$ cat src/rtl/rf_pkg.sv
`timescale 1ns/1ps
package rf_pkg;

    typedef enum logic {
        ACC_BYTE = 1'b0,
        ACC_WORD = 1'b1
    } acc_width_e;

    // Auto-modify distance: one byte or one word.
    function automatic int unsigned step_size(input acc_width_e w);
        return (w == ACC_WORD) ? 2 : 1;
    endfunction

endpackage

$ cat src/rtl/rf_read_port.sv
`timescale 1ns/1ps
module rf_read_port #(
    parameter int DATA_W   = 16,
    parameter int NUM_REGS = 8
) (
    input  logic [NUM_REGS-1:0][DATA_W-1:0] regs_i,
    input  logic [$clog2(NUM_REGS):0]       sel_i,
    input  logic                            word_i,
    output logic [DATA_W-1:0]               data_o
);
    localparam int IDX_W  = $clog2(NUM_REGS);
    localparam int BYTE_W = DATA_W / 2;

    logic [DATA_W-1:0] word_v;

    always_comb begin
        word_v = regs_i[sel_i[IDX_W-1:0]];
        if (word_i) begin
            data_o = word_v;
        end else if (sel_i[IDX_W]) begin
            data_o = {{BYTE_W{1'b0}}, word_v[BYTE_W-1:0]};
        end else begin
            data_o = {{BYTE_W{1'b0}}, word_v[DATA_W-1:BYTE_W]};
        end
    end
endmodule

$ cat src/rtl/rf_write_merge.sv
`timescale 1ns/1ps
module rf_write_merge #(
    parameter int DATA_W = 16
) (
    input  logic [DATA_W-1:0] old_i,
    input  logic [DATA_W-1:0] data_i,
    input  logic              word_i,
    input  logic              low_i,
    output logic [DATA_W-1:0] new_o
);
    localparam int BYTE_W = DATA_W / 2;

    always_comb begin
        if (word_i) begin
            new_o = data_i;
        end else if (low_i) begin
            new_o = {old_i[DATA_W-1:BYTE_W], data_i[BYTE_W-1:0]};
        end else begin
            new_o = {data_i[BYTE_W-1:0], old_i[BYTE_W-1:0]};
        end
    end
endmodule

$ cat src/rtl/rf_step_unit.sv
`timescale 1ns/1ps
module rf_step_unit #(
    parameter int DATA_W = 16
) (
    input  logic [DATA_W-1:0] val_i,
    input  logic              word_i,
    input  logic              dec_i,
    output logic [DATA_W-1:0] val_o
);
    import rf_pkg::*;

    logic [DATA_W-1:0] amt;

    always_comb begin
        amt   = DATA_W'(step_size(word_i ? ACC_WORD : ACC_BYTE));
        val_o = dec_i ? (val_i - amt) : (val_i + amt);
    end
endmodule

$ cat src/rtl/rf_alias_regfile.sv
`timescale 1ns/1ps
module rf_alias_regfile #(
    parameter int DATA_W   = 16,
    parameter int NUM_REGS = 8
) (
    input  logic                      clk,
    input  logic                      rst_n,
    input  logic [$clog2(NUM_REGS):0] rd_a_sel,
    input  logic                      rd_a_word,
    output logic [DATA_W-1:0]         rd_a_data,
    input  logic [$clog2(NUM_REGS):0] rd_b_sel,
    input  logic                      rd_b_word,
    output logic [DATA_W-1:0]         rd_b_data,
    input  logic                      wr_en,
    input  logic [$clog2(NUM_REGS):0] wr_sel,
    input  logic                      wr_word,
    input  logic [DATA_W-1:0]         wr_data,
    input  logic                      am_en,
    input  logic [$clog2(NUM_REGS)-1:0] am_reg,
    input  logic                      am_word,
    input  logic                      am_dec,
    output logic [DATA_W-1:0]         sp_data
);
    localparam int IDX_W  = $clog2(NUM_REGS);
    localparam int SEL_W  = IDX_W + 1;
    localparam int NUM_RD = 2;
    localparam int SP_IDX = NUM_REGS - 1;

    typedef struct packed {
        logic [NUM_REGS-1:0][DATA_W-1:0] regs;
    } rf_state_t;

    rf_state_t st_d, st_q;

    logic [IDX_W-1:0]  wr_idx;
    logic [DATA_W-1:0] wr_merged;
    logic [DATA_W-1:0] am_stepped;
    logic              am_blocked;

    assign wr_idx = wr_sel[IDX_W-1:0];

    rf_write_merge #(.DATA_W(DATA_W)) u_merge (
        .old_i  (st_q.regs[wr_idx]),
        .data_i (wr_data),
        .word_i (wr_word),
        .low_i  (wr_sel[IDX_W]),
        .new_o  (wr_merged)
    );

    rf_step_unit #(.DATA_W(DATA_W)) u_step (
        .val_i  (st_q.regs[am_reg]),
        .word_i (am_word),
        .dec_i  (am_dec),
        .val_o  (am_stepped)
    );

    // Read ports share one implementation.
    logic [NUM_RD-1:0][SEL_W-1:0]  rd_sel;
    logic [NUM_RD-1:0]             rd_word;
    logic [NUM_RD-1:0][DATA_W-1:0] rd_data;

    assign rd_sel  = {rd_b_sel, rd_a_sel};
    assign rd_word = {rd_b_word, rd_a_word};

    for (genvar p = 0; p < NUM_RD; p++) begin : g_rd
        rf_read_port #(.DATA_W(DATA_W), .NUM_REGS(NUM_REGS)) u_rd (
            .regs_i (st_q.regs),
            .sel_i  (rd_sel[p]),
            .word_i (rd_word[p]),
            .data_o (rd_data[p])
        );
    end

    assign rd_a_data = rd_data[0];
    assign rd_b_data = rd_data[1];
    assign sp_data   = st_q.regs[SP_IDX];

    // Next-state: auto-modify first, main write overrides on collision.
    always_comb begin
        st_d       = st_q;
        am_blocked = wr_en && (wr_idx == am_reg);
        if (am_en && !am_blocked) begin
            st_d.regs[am_reg] = am_stepped;
        end
        if (wr_en) begin
            st_d.regs[wr_idx] = wr_merged;
        end
    end

    always_ff @(posedge clk or negedge rst_n) begin
        if (!rst_n) begin
            st_q <= '0;
        end else begin
            st_q <= st_d;
        end
    end
endmodule

$ cat config.mk
export PLATFORM = sky130hd
export DESIGN_NAME = rf_alias_regfile
export DESIGN_NICKNAME = d
export VERILOG_FILES = /design/src/rtl/rf_pkg.sv /design/src/rtl/rf_read_port.sv /design/src/rtl/rf_write_merge.sv /design/src/rtl/rf_step_unit.sv /design/src/rtl/rf_alias_regfile.sv
export SDC_FILE = /design/constraint.sdc
export NUM_CORES = 1
export LEC_CHECK = 0
export CELL_PAD_IN_SITES_DETAIL_PLACEMENT = 1
export CELL_PAD_IN_SITES_GLOBAL_PLACEMENT = 2
export CORE_MARGIN = 3
export CORE_UTILIZATION = 42
export CTS_CLUSTER_SIZE = 14
export DETAILED_ROUTE_END_ITERATION = 7
export PLACE_DENSITY = 0.94
export SLEW_MARGIN = 20
export SYNTH_ARGS = -nofsm -noshare
export SYNTH_HDL_FRONTEND = slang
export SYNTH_SLANG_ARGS = --single-unit
$ cat constraint.sdc
create_clock -name clk -period 4.4 [get_ports clk]
set_input_delay 0.88 -clock clk [delete_from_list [all_inputs] [get_ports clk]]
set_output_delay 0.88 -clock clk [all_outputs]
set_load 0.02 [all_outputs]
# After elaboration in Yosys (flattened, before gate mapping)
# Cells that the tools add are included.
[word_totals]
word_cells = 47
ff_bits = 128
inputBits = 40
[classes]
addsub = 2
n_reduce_logical = 5
order_cmp = 6
n_eq_ne = 1
mux = 25
[op_table]
columns = ["operator", "n"]
rows = [
  ["$bwmux 128", 2],
  ["$mux 128", 2],
  ["$bmux 16 s3", 4],
  ["$mux 16", 11],
  ["$demux 16 s3", 2],
  ["$add 16x16->16", 1],
  ["$lt 3x4->1 const B", 4],
  ["$mux 8", 2],
  ["$sub 16x16->16", 1],
  ["$ge 3x1->1 const B", 2],
  ["$logic_and 1x1->1", 4],
  ["$eq 3x3->1", 1],
  ["$mux 2", 1],
  ["$logic_not 1->1", 1],
  ["$mux 1", 1],
]

# Logic depth before layout (Yosys ltp)
[depth]
word_depth = 8
depth_mapped = 16
ltp_nobuf = 13

# Modules after synthesis
# A second synthesis with hierarchy kept.
[hier_totals]
hier_cells = 1090
hier_area_um2 = 11526.1
[by_module_without_submodules]
columns = ["module", "area_per_inst_um2", "seq_area_each_um2", "instances", "cells_each"]
rows = [
  ["rf_alias_regfile", 8175.3, 3203.1, 1, 801],
  ["rf_read_port", 1168.6, 0.0, 2, 78],
  ["rf_step_unit", 732.0, 0.0, 1, 97],
  ["rf_write_merge", 281.5, 0.0, 1, 36],
]

# Worst setup path after synthesis
# No wires, ideal clock.
[synth_timing]
path_type = "input-to-reg"
startpoint = "in am_reg[1]"
endpoint = "reg st_q (netlist bit sp_data[14])"
arrival_time_ps = 3921
path_slack_ps = 340
required_ps = 4262
n_path_buf = 3
path_stages = 12
path_cell_list = "buf_2 > buf_2 > buf_2 > mux4_2 > mux2_2 > ha_1 > and3_1 > a211oi_2 > o211ai_1 > a21oi_1 > xor2_1 > o21ai_1"
[synth_rtl]
columns = ["item", "line", "text"]
rows = [
  ["start, declared", "rf_alias_regfile.sv:19", "input logic [$clog2(NUM_REGS)-1:0] am_reg,"],
  ["end signal, assigned", "rf_alias_regfile.sv:94", "st_q <= st_d;"],
  ["end, declared", "rf_alias_regfile.sv:33", "rf_state_t st_d, st_q;"],
]

# Worst setup path in the final report
[layout_timing]
startpoint = "in rd_a_sel[1]"
endpoint = "out rd_a_data[5]"
[layout_between]
elab_chain_cells = 4
[layout_rtl]
columns = ["item", "line", "text"]
rows = [
  ["start, declared", "rf_alias_regfile.sv:8", "input logic [$clog2(NUM_REGS):0] rd_a_sel,"],
  ["$bmux 16 s3 (*)", "rf_read_port.sv:17", "word_v = regs_i[sel_i[IDX_W-1:0]];"],
  ["$mux 16 (implied by the code) (*)", "rf_read_port.sv:17", ""],
  ["$mux 8", "rf_read_port.sv:20", "end else if (sel_i[IDX_W]) begin"],
  ["$mux 16 (*)", "rf_read_port.sv:18", "if (word_i) begin"],
  ["end, declared", "rf_alias_regfile.sv:10", "output logic [DATA_W-1:0] rd_a_data,"],
]
# Mark *: on every way between the ends. The rest lies on a longest branch, timed or not. The select of a mux whose other input is x is not followed.

==> out/metrics.yaml <==
layout:
  n_antenna_cell: 0
  drive_above_1_share_pct: 21.84
  syn2layout_area_growth_pct: 18.22
  fin_nets: 1247
  final_cell_area_um2: 13040
critical_path:
  crit_buf_inv: 4
  cpMaxStageDelayCell: "clkdlybuf4s50_1"
  crit_required_ps: 3520
  crit_end: "rd_a_data[5]"
  cp-startpoint: "rd_a_sel[1]"
  cpMostUsedCell: "clkdlybuf4s50_1"
  r2r-end: "st_q[15]"
  critPathMaxStageDelay_ps: 560
  startpoint_type: "input pin"
  r2r_setup_slack_ps: 840
  crit_family: "buffers and inverters"
  cp_cell_sequence: "clkdlybuf4s50_1 > buf_12 > buf_4 > mux4_2 > mux2i_1 > a21oi_1 > clkdlybuf4s50_1"
  crit_cells: 7
  r2r_cells: 13
  r2r_start: "sp_data[1]"
  worstPathArrival_ps: 3240
  path_class: "input pin to output port"
  cp_max_fo: 23
  endpoint_kind: "output port"
logic_synthesis:
  ys_seq_area_share_pct: 29.03
  synth_area_leader_cell: "dfrtp_1"
  synth-main-ff-cell: "dfrtp_1"
  synthTopCellsByArea: "dfrtp_1, mux4_2, a21oi_1, a211oi_1, nor2_1"
  ys_types: 51
  yosys_warnings: 0
  synth_top_area_share_pct: 29.03
  async_reset_ff_share_pct: 100.0
  netlist_area_um2: 11030
  synth-edff-count: 0
  syn_nets: 1181
  avgSynthCellArea_um2: 9.807
  syn_inst: 1125
  synth-seq-cells: 128
placement:
  dpl.hpwl_um: 31760
  dpl_cell_area_um2: 12380
  gp_congestion: 0.9227
  dp_slack_ps: -123.9
  io_buffers: 87
status:
  status: "complete, no violations"
routing:
  vias: 11010
  drt-total-wl_um: 47570
  wl_per_cell_um: 31.01
  drcViolationCount: 0
  ant_nets: 0
  dr.pass1.iters: 5
  drt-initial-drc-count: 1283
  via_per_inst: 7.177
timing:
  fin_hold_ws_ps: 495.2
  maxSlewHeadroom_pct: 40.94
  fin_crit_ps: 4119
  finalMaxSlewViolations: 0
  skew_ps: 12.81
  hold_violations: 0
  tightest_slew_ps: 879.5
  rsz0062_at_grt: "no"
  timing.final.ws_setup_ps: 281.3
  finalSetupViolCount: 0
  timing.final.crit_share_pct: 93.61
  max_clock_freq_mhz: 242.8
die:
  num_rows: 58
  die_h_um: 168.1
  dieWidth_um: 168.1
  ios: 88
  dieArea_um2: 28250
  initial_core_util_pct: 43.31
  core-area_um2: 25470
global_routing:
  grt_pass1_wl_um: 71100
  grt_pass1_vias: 11480
  grt_max_degree: 57
  globalRouteOverflowTotal: 0
  antenna_found_initial: 0
  grt_util_all_layers_pct: 33.34
clock_tree:
  hold_buffers: 0
  cts_max_level: 4
  cts_inserted_buffers: 17
  clock-sinks: 128
  insertion_delay_ps: 440
  cts_setup_buffers: 0
  cts_root_buffer: "clkbuf_16"
  clockBufferDepth: 2
  path_clk_slew_ps: 70
  cts_resized: 0
  cts_tree: "yes"
pwr:
  power.density_nw_per_um2: 610.6
  cellLeakagePower_uw: 0.005100
  ir_drop_uv: 249.2
flow_run:
  cap_viol_max_count: 0
worst_hold_path:
  hp-class: "input pin to async pin"
-- worst register-to-register path: cells and delay by family, from the launching register on --
| family | cells | cell delay, ps |
|---|---|---|
| AO/OA/AOI/OAI | 6 | 1530 |
| XOR/XNOR | 1 | 510 |
| flip-flops | 1 | 490 |
| multiplexers | 1 | 320 |
| AND/OR/NAND/NOR | 3 | 320 |
| adder cells (fa/ha/maj) | 1 | 250 |
| buffers and inverters | 1 | 50 |
-- power by group --
group / switching [uW] / internal [uW]
Sequential: 785 / 1640
Clock: 566 / 1050
Combinational: 2000 / 1930
Total: 3350 / 4620
-- metrics by stage --
stage                     instances  TNS (ps)  util (%)  total power (uW)
after detailed placement       1502    -758.6     48.60              6182
after CTS                      1534         0     51.18              7836
after global routing           1534         0     51.21              8309
after floorplan                1125         0         -              4672
after global placement         1502         0     48.60              5983
final                          1534         0     51.21              7965
-- worst min-delay path by stage --
stage | from | end | slack [ps] | cells past startpoint
finish | rst_n | st_q[100] | 500 | 1
CTS | rst_n | st_q[100] | 530 | 1
global placement | st_q[62] | st_q[62] | 570 | 2
detailed placement | st_q[109] | st_q[109] | 590 | 2
floorplan | st_q[93] | st_q[93] | 520 | 2
global route | rst_n | st_q[100] | 560 | 1
-- cells in the final DEF, fill, tap and decap left out, types with 4 or more instances in the layout --
| cell type | instances |
|---|---|
| and2_0 | 7 |
| mux2_2 | 15 |
| inv_1 | 6 |
| a21oi_1 | 119 |
| buf_4 | 62 |
| clkbuf_16 | 17 |
| buf_12 | 9 |
| o21ai_1 | 40 |
| mux4_2 | 114 |
| dfrtp_1 | 128 |
| mux2i_1 | 48 |
| a31oi_1 | 28 |
| o21a_1 | 5 |
| clkdlybuf4s50_1 | 79 |
| nand2b_1 | 4 |
| a21o_1 | 6 |
| nor2_1 | 149 |
| ha_1 | 15 |
| nor2_2 | 6 |
| buf_2 | 7 |
| xnor2_1 | 4 |
| o21ai_0 | 21 |
| xor2_1 | 10 |
| nand3_1 | 10 |
| nand2_2 | 8 |
| bufinv_16 | 5 |
| a211oi_1 | 78 |
| nor3_1 | 31 |
| nor2b_1 | 42 |
| a22oi_1 | 22 |
| a22o_1 | 5 |
| nand2_1 | 63 |
-- layer usage --
| layer | track usage (%) | vias up | routed length (um) |
|---|---|---|---|
| met4 | 23.62 | 0 | 3705 |
| met2 | 52.48 | 726 | 22130 |
| li1 | - | 4426 | - |
| met5 | 0 | - | 0 |
| met3 | 6.903 | 226 | 4182 |
| met1 | 40.97 | 5631 | 17550 |
-- registers in the layout (all words and copies together), names as in the netlist --
signal and count:
sp_data 16, st_q 112
-- synthesized netlist by cell type, types with 2 or more instances --
cell type    n
a221o_1      2
buf_1        8
nor2_1     155
a22o_1       5
a211oi_1    78
mux2i_1     48
nand3b_1     2
a21o_1       6
a21oi_1    119
nor3_1      33
nand2_1     63
xnor2_1      5
a41oi_4      2
and2_0       7
o21a_1       5
nand2_2      8
a211oi_2     2
o21ai_1     40
a221oi_4     2
buf_2       45
buf_4       19
ha_1        15
mux2_2      15
a22oi_1     22
clkbuf_1    35
nor2b_1     42
buf_6        3
nand2b_1     4
nand3_1     10
mux4_2     114
inv_1        6
xor2_1      10
nand4_1      3
a31oi_1     28
o21ai_0     21
dfrtp_1    128
-- logic make-up after synthesis --
family / after synthesis / share of synthesized area, %
flops: 128 / 29.03
xor+xnor: 16 / 1.338
mux: 177 / 29.16
compound gates: 342 / 19.97
simple gates: 330 / 13.31
buf+inv: 116 / 5.307
fa+ha+maj: 16 / 1.883
-- cell type report --
class / count / area [um2]
Sequential cell: 128 / 3203
Inverter: 6 / 22.52
Fill cell: 2805 / 12430
Tap cell: 330 / 412.9
Clock buffer: 23 / 478.0
Timing Repair Buffer: 157 / 1471
Clock inverter: 9 / 178.9
Multi-Input combinational cell: 881 / 7277
No activity file was read; power rests on OpenSTA's default activity.
